$ cat config.mk
export PLATFORM = sky130hd
export DESIGN_NAME = gpio_pin_bank
export DESIGN_NICKNAME = d
export VERILOG_FILES = /design/src/rtl/gpio_bank_pkg.sv /design/src/rtl/gpio_sync.sv /design/src/rtl/gpio_trig_detect.sv /design/src/rtl/gpio_pin_lane.sv /design/src/rtl/gpio_pin_bank.sv
export SDC_FILE = /design/constraint.sdc
export NUM_CORES = 1
export LEC_CHECK = 0
export BUFFER_PORTS_ARGS = -buffer_cell sky130_fd_sc_hd__clkbuf_2
export CORE_ASPECT_RATIO = 0.6
export CORE_MARGIN = 8
export CORE_UTILIZATION = 25
export DETAILED_ROUTE_END_ITERATION = 10
export PLACE_DENSITY = 0.47
export SLEW_MARGIN = 20
export SYNTH_ARGS = -nofsm -noshare
export SYNTH_HDL_FRONTEND = slang
export SYNTH_SLANG_ARGS = --single-unit
$ cat constraint.sdc
create_clock -name clk -period 2.3 [get_ports clk]
set_input_delay 0.46 -clock clk [delete_from_list [all_inputs] [get_ports clk]]
set_output_delay 0.46 -clock clk [all_outputs]
set_load 0.05 [all_outputs]
$ cat src/rtl/gpio_bank_pkg.sv
package gpio_bank_pkg;

   typedef enum logic [2:0] {
      TRIG_HIGH = 3'd0,
      TRIG_LOW  = 3'd1,
      TRIG_RISE = 3'd2,
      TRIG_FALL = 3'd3,
      TRIG_BOTH = 3'd4
   } trig_e;

   typedef struct packed {
      logic [2:0] trig;
      logic       irq_en;
      logic       buf_en;
      logic       smp_en;
      logic       drv_en;
   } pin_cfg_t;

   localparam int unsigned STAT_WORD = 32;
   localparam int unsigned IN_WORD   = 33;
   localparam int unsigned OUT_WORD  = 34;

   function automatic pin_cfg_t word_to_cfg(input logic [7:0] w);
      pin_cfg_t c;
      c.drv_en = w[0];
      c.smp_en = w[1];
      c.buf_en = w[2];
      c.irq_en = w[3];
      c.trig   = w[7:5];
      return c;
   endfunction

   function automatic logic [31:0] cfg_to_word(input pin_cfg_t c);
      return {24'd0, c.trig, 1'b0, c.irq_en, c.buf_en, c.smp_en, c.drv_en};
   endfunction

endpackage

$ cat src/rtl/gpio_sync.sv
module gpio_sync #(
   parameter int WIDTH  = 1,
   parameter int STAGES = 2
) (
   input  logic             clk,
   input  logic             rst_n,
   input  logic [WIDTH-1:0] async_i,
   output logic [WIDTH-1:0] sync_o
);
   if (STAGES < 2) begin : g_bad_stages
      $error("gpio_sync: STAGES must be at least 2");
   end
   if (WIDTH < 1) begin : g_bad_width
      $error("gpio_sync: WIDTH must be at least 1");
   end

   logic [WIDTH-1:0] chain [STAGES];

   always_ff @(posedge clk or negedge rst_n) begin
      if (!rst_n) begin
         for (int k = 0; k < STAGES; k++) chain[k] <= '0;
      end else begin
         chain[0] <= async_i;
         for (int k = 1; k < STAGES; k++) chain[k] <= chain[k-1];
      end
   end

   assign sync_o = chain[STAGES-1];
endmodule

$ cat src/rtl/gpio_trig_detect.sv
module gpio_trig_detect
   import gpio_bank_pkg::*;
(
   input  logic       level_i,
   input  logic       level_d_i,
   input  logic [2:0] trig_i,
   output logic       hit_o
);
   logic rise, fall;

   assign rise = level_i & ~level_d_i;
   assign fall = ~level_i & level_d_i;

   always_comb begin
      unique case (trig_e'(trig_i))
         TRIG_HIGH: hit_o = level_i;
         TRIG_LOW:  hit_o = ~level_i;
         TRIG_RISE: hit_o = rise;
         TRIG_FALL: hit_o = fall;
         TRIG_BOTH: hit_o = rise | fall;
         default:   hit_o = 1'b0;
      endcase
   end
endmodule

$ cat src/rtl/gpio_pin_lane.sv
module gpio_pin_lane
   import gpio_bank_pkg::*;
(
   input  logic     clk,
   input  logic     rst_n,
   input  logic     cfg_we,
   input  pin_cfg_t cfg_wr,
   input  logic     stat_clr,
   input  logic     pin_sync,
   output pin_cfg_t cfg_q,
   output logic     stat_q,
   output logic     in_bit,
   output logic     oe
);
   logic pin_d;
   logic hit;

   gpio_trig_detect u_det (
      .level_i   (pin_sync),
      .level_d_i (pin_d),
      .trig_i    (cfg_q.trig),
      .hit_o     (hit)
   );

   always_ff @(posedge clk or negedge rst_n) begin
      if (!rst_n) begin
         cfg_q  <= '0;
         pin_d  <= 1'b0;
         stat_q <= 1'b0;
      end else begin
         if (cfg_we) cfg_q <= cfg_wr;
         pin_d  <= pin_sync;
         stat_q <= (stat_q & ~stat_clr) | (cfg_q.irq_en & hit);
      end
   end

   assign in_bit = pin_sync & cfg_q.smp_en;
   assign oe     = cfg_q.drv_en & cfg_q.buf_en;
endmodule

$ cat src/rtl/gpio_pin_bank.sv
module gpio_pin_bank
   import gpio_bank_pkg::*;
#(
   parameter int NUM_PINS    = 32,
   parameter int ADDR_W      = 8,
   parameter int SYNC_STAGES = 2
) (
   input  logic                clk,
   input  logic                rst_n,
   input  logic                bus_wr,
   input  logic [ADDR_W-1:0]   bus_addr,
   input  logic [31:0]         bus_wdata,
   output logic [31:0]         bus_rdata,
   input  logic [NUM_PINS-1:0] pad_in,
   output logic [NUM_PINS-1:0] pad_out,
   output logic [NUM_PINS-1:0] pad_oe,
   output logic                irq
);
   localparam int WORD_W = ADDR_W - 2;

   if (NUM_PINS < 1 || NUM_PINS > 32) begin : g_bad_pins
      $error("gpio_pin_bank: NUM_PINS must lie in 1..32");
   end
   if (ADDR_W < 8) begin : g_bad_addr
      $error("gpio_pin_bank: ADDR_W must be at least 8");
   end

   logic [WORD_W-1:0]   word_idx;
   logic                wr_stat, wr_out;
   logic [NUM_PINS-1:0] stat_clr, stat_vec, in_vec, pin_sync, out_q;
   pin_cfg_t            wr_cfg;
   pin_cfg_t            cfg_arr [NUM_PINS];
   logic                unused_bits;

   assign word_idx = bus_addr[ADDR_W-1:2];
   assign wr_stat  = bus_wr && (word_idx == WORD_W'(STAT_WORD));
   assign wr_out   = bus_wr && (word_idx == WORD_W'(OUT_WORD));
   assign stat_clr = wr_stat ? bus_wdata[NUM_PINS-1:0] : '0;
   assign wr_cfg   = word_to_cfg(bus_wdata[7:0]);
   assign unused_bits = ^{bus_wdata[31:8], bus_wdata[4], bus_addr[1:0]};

   gpio_sync #(
      .WIDTH  (NUM_PINS),
      .STAGES (SYNC_STAGES)
   ) u_sync (
      .clk     (clk),
      .rst_n   (rst_n),
      .async_i (pad_in),
      .sync_o  (pin_sync)
   );

   for (genvar p = 0; p < NUM_PINS; p++) begin : g_lane
      logic sel;
      assign sel = bus_wr && (word_idx == WORD_W'(p));
      gpio_pin_lane u_lane (
         .clk      (clk),
         .rst_n    (rst_n),
         .cfg_we   (sel),
         .cfg_wr   (wr_cfg),
         .stat_clr (stat_clr[p]),
         .pin_sync (pin_sync[p]),
         .cfg_q    (cfg_arr[p]),
         .stat_q   (stat_vec[p]),
         .in_bit   (in_vec[p]),
         .oe       (pad_oe[p])
      );
   end

   always_ff @(posedge clk or negedge rst_n) begin
      if (!rst_n)      out_q <= '0;
      else if (wr_out) out_q <= bus_wdata[NUM_PINS-1:0];
   end

   always_comb begin
      bus_rdata = '0;
      if (word_idx == WORD_W'(STAT_WORD))     bus_rdata = 32'(stat_vec);
      else if (word_idx == WORD_W'(IN_WORD))  bus_rdata = 32'(in_vec);
      else if (word_idx == WORD_W'(OUT_WORD)) bus_rdata = 32'(out_q);
      else begin
         for (int p = 0; p < NUM_PINS; p++) begin
            if (word_idx == WORD_W'(p)) bus_rdata = cfg_to_word(cfg_arr[p]);
         end
      end
   end

   assign pad_out = out_q;
   assign irq     = |stat_vec;
endmodule

==> qor.txt <==
die width = 380.5 um
Min-Delay Path Depth = 2
top-count cell post-synth = dfrtp_1
CTS H-Tree Depth = 2
Worst EP required = 1840 ps
CTS tree = yes
WL/cell = 23.74 um
Seq/Total Area, Yosys = 0.4821
Final Slew Violations = 0
fmax = 322.7 MHz
worst path cell trace = buf_6 -> buf_6 -> buf_8 -> nor4bb_4 -> buf_6 -> buf_6 -> nor2_2 -> o32ai_2 -> a32o_1 -> o211ai_1 -> a31oi_4 -> buf_12
Synth Net Count = 1888
final hold viol count = 0
Fin Clk Skew = 10.18 ps
Yosys warning count = 0
initial antenna violation count = 2
post-detail-place hpwl = 60600 um
Detailed Route Iter0 Violations = 1239
cell taking the most area after synthesis = dfrtp_1
Syn Area/Cell = 11.40 um^2
asr flop ratio synth = 1.000
Die Ht = 234.7 um
vias in the first global route = 16960
vias per inst = 4.902
Reg2Reg Depth = 5
clock tree buffer depth = 3
# rows = 80
layout filler cell count = 7838
top cells by area, synth = dfrtp_1 48%, mux2_2 16%, ha_1 4.0%
Critical Path End Type = output pin
EDFF count, synth = 0
max incr delay on CP = 370 ps
WHS Endpoint = pad_out[23]
Final #Nets = 2377
R2R Setup Slk = 710 ps
first-pass GRT wire length = 117500 um
WP buf/inv = 6
dpl cell area = 25330 um^2
n_diodes = 0
PortBufs = 169
total negative slack = -6378 ps
final wirelength = 79190 um
Static Leakage = 12.70 nW
CTS Buf Count = 42
total power = 20.67 mW
failing checks = negative setup slack
RSZ-0062 raised after global routing = yes
crit path kind = input pin to output pin
Syn-to-layout area delta = 40.10%
Final WS setup = -798.5 ps
maxcap violations = 0
1st-pass router iterations = 5
area of the core = 79180 um^2
Min-Delay Startpoint = bus_wdata[23]
Starting Density = 0.2517
FF+latch count, synth = 384
Clk pin slew, worst setup/hold paths = 60 ps
period utilization = 1.347
Final min period = 3098 ps
most frequent CP cell = buf_6
Distinct cells, synth = 75
Crit-path slowest cell = a31oi_4
share of post-route cells with drive strength above 1 = 0.4595
Cells after Synth = 1749
GP Congestion = 0.8907
Core Util, Final = 0.3527
crit path DAT = 2640 ps
PD cells = 740.2 nW/um^2
post-route ant nets = 0
setup violators final = 28
crit path max fanout = 8
GRT overflow = 0
Worst VDD drop = 0.5664 mV
Slew HR = 0.5408
I/O pin count = 172
Primary FF master, synth = dfrtp_1
Worst-Margin Slew = 688.7 ps
largest net degree at the start of global routing = 85
Die ar. = 89310 um^2
Sink Count = 384
GRT Util Overall = 0.1724
CTS root buf = clkbuf_16
Vias = 16350
status = finished with violations
DRC = 0
ranking of synthesized cells by instance count = 384 x dfrtp_1, 279 x mux2_2, 123 x nor2_1
Mapped Area = 19930 um^2
Yosys top cell area share = 0.4821
delay-heaviest family, CP = compound AO/OA/AOI/OAI gates
Skew-Pair Late Insertion Delay = 590 ps
reg2reg end = g_lane[6].u_lane.stat_q
Post-Layout Inst Area = 27920 um^2
RR Startpoint = u_sync.sync_o[6]
nature of the critical path startpoint = input pin
Min-Delay Path Class = input pin to register
-- area by class of cell --
type | count | area, um^2 | share of cell area
Sequential cell | 384 | 9614 | 0.3443
Clock inverter | 14 | 186.4 | 0.006677
Multi-Input combinational cell | 1163 | 10190 | 0.3648
Clock buffer | 62 | 1300 | 0.04656
Inverter | 72 | 270.3 | 0.009679
Tap cell | 1066 | 1334 | 0.04777
Timing Repair Buffer | 575 | 5032 | 0.1802
-- sequential cells by signal (all words and copies together), names as in the netlist --
signal	flops
g_lane.u_lane.stat_q	32
g_lane.u_lane.cfg_q	224
g_lane.u_lane.pin_d	32
u_sync.sync_o	32
pad_out	32
u_sync.chain	32
-- per-stage QoR --
step	hold slack, ps	setup slack (ps)	std cells
2_1_floorplan	164.4	-465.0	1749
3_3_place_gp	332.9	-1013	3218
3_5_place_dp	334.7	-953.9	3218
4_1_cts	94.44	-827.3	3327
5_1_grt	110.4	-820.1	3336
6_report	133.6	-798.5	3336
-- worst max path at each step --
stage | from | to | slack (ps) | cells past startpoint
3_3_place_gp | bus_addr[5] | bus_rdata[3] | -1010 | 11
3_5_place_dp | bus_addr[5] | bus_rdata[3] | -950 | 11
6_report | bus_addr[7] | bus_rdata[5] | -800 | 12
4_1_cts | g_lane[3].u_lane.cfg_q[1] | bus_rdata[1] | -830 | 7
5_1_grt | bus_addr[7] | bus_rdata[0] | -820 | 14
2_1_floorplan | bus_addr[7] | bus_rdata[1] | -460 | 8
-- layout by cell type (no fill, tap or decap), types with 32 or more instances in the layout --
cell type / netlist / layout
mux2_2: 279 / 278
ha_1: 64 / 64
dlygate4sd3_1: 0 / 33
o21ai_0: 88 / 79
clkbuf_2: 0 / 130
nor2_1: 123 / 89
inv_1: 71 / 71
clkbuf_16: 0 / 47
a32o_1: 34 / 34
a21oi_1: 51 / 42
nand2_1: 92 / 91
dfrtp_1: 384 / 380
mux2i_1: 59 / 59
and2_1: 33 / 34
buf_12: 0 / 60
xnor2_1: 32 / 32
buf_4: 39 / 317
-- report_power, final --
part,internal (mW),switching [mW]
Clock,4.37,3.01
Combinational,2.21,2.33
Sequential,7.66,1.08
-- timing repair --
| action | 4_1_cts | 5_1_grt |
|---|---|---|
| cloned | 0 | 1 |
| endpoints found under the hold margin | 59 | 0 |
| pin swaps | 42 | 33 |
| buffers inserted | 5 | 11 |
| endpoints found under the setup margin | 33 | 29 |
| hold buffers | 33 | 0 |
| gates resized for setup | 101 | 54 |
-- logic make-up after synthesis --
group,Yosys count,share of synthesized area
AND/OR/NAND/NOR,377,0.09555
adder cells (fa/ha/maj),64,0.04018
XOR/XNOR,32,0.01406
buffers and inverters,202,0.04953
flip-flops,384,0.4821
AO/OA/AOI/OAI,344,0.1222
multiplexers,346,0.1963
-- routing by layer --
layer  vias to the layer above  GRT usage  part of all wire
met5                         -          0           0.00016
met4                         2    0.03029             0.014
met3                        82    0.03153             0.054
met2                       461     0.2512              0.42
met1                      8488     0.2647              0.51
li1                       7320          -                 -
Note: power is estimated with default switching activity, not from simulation.
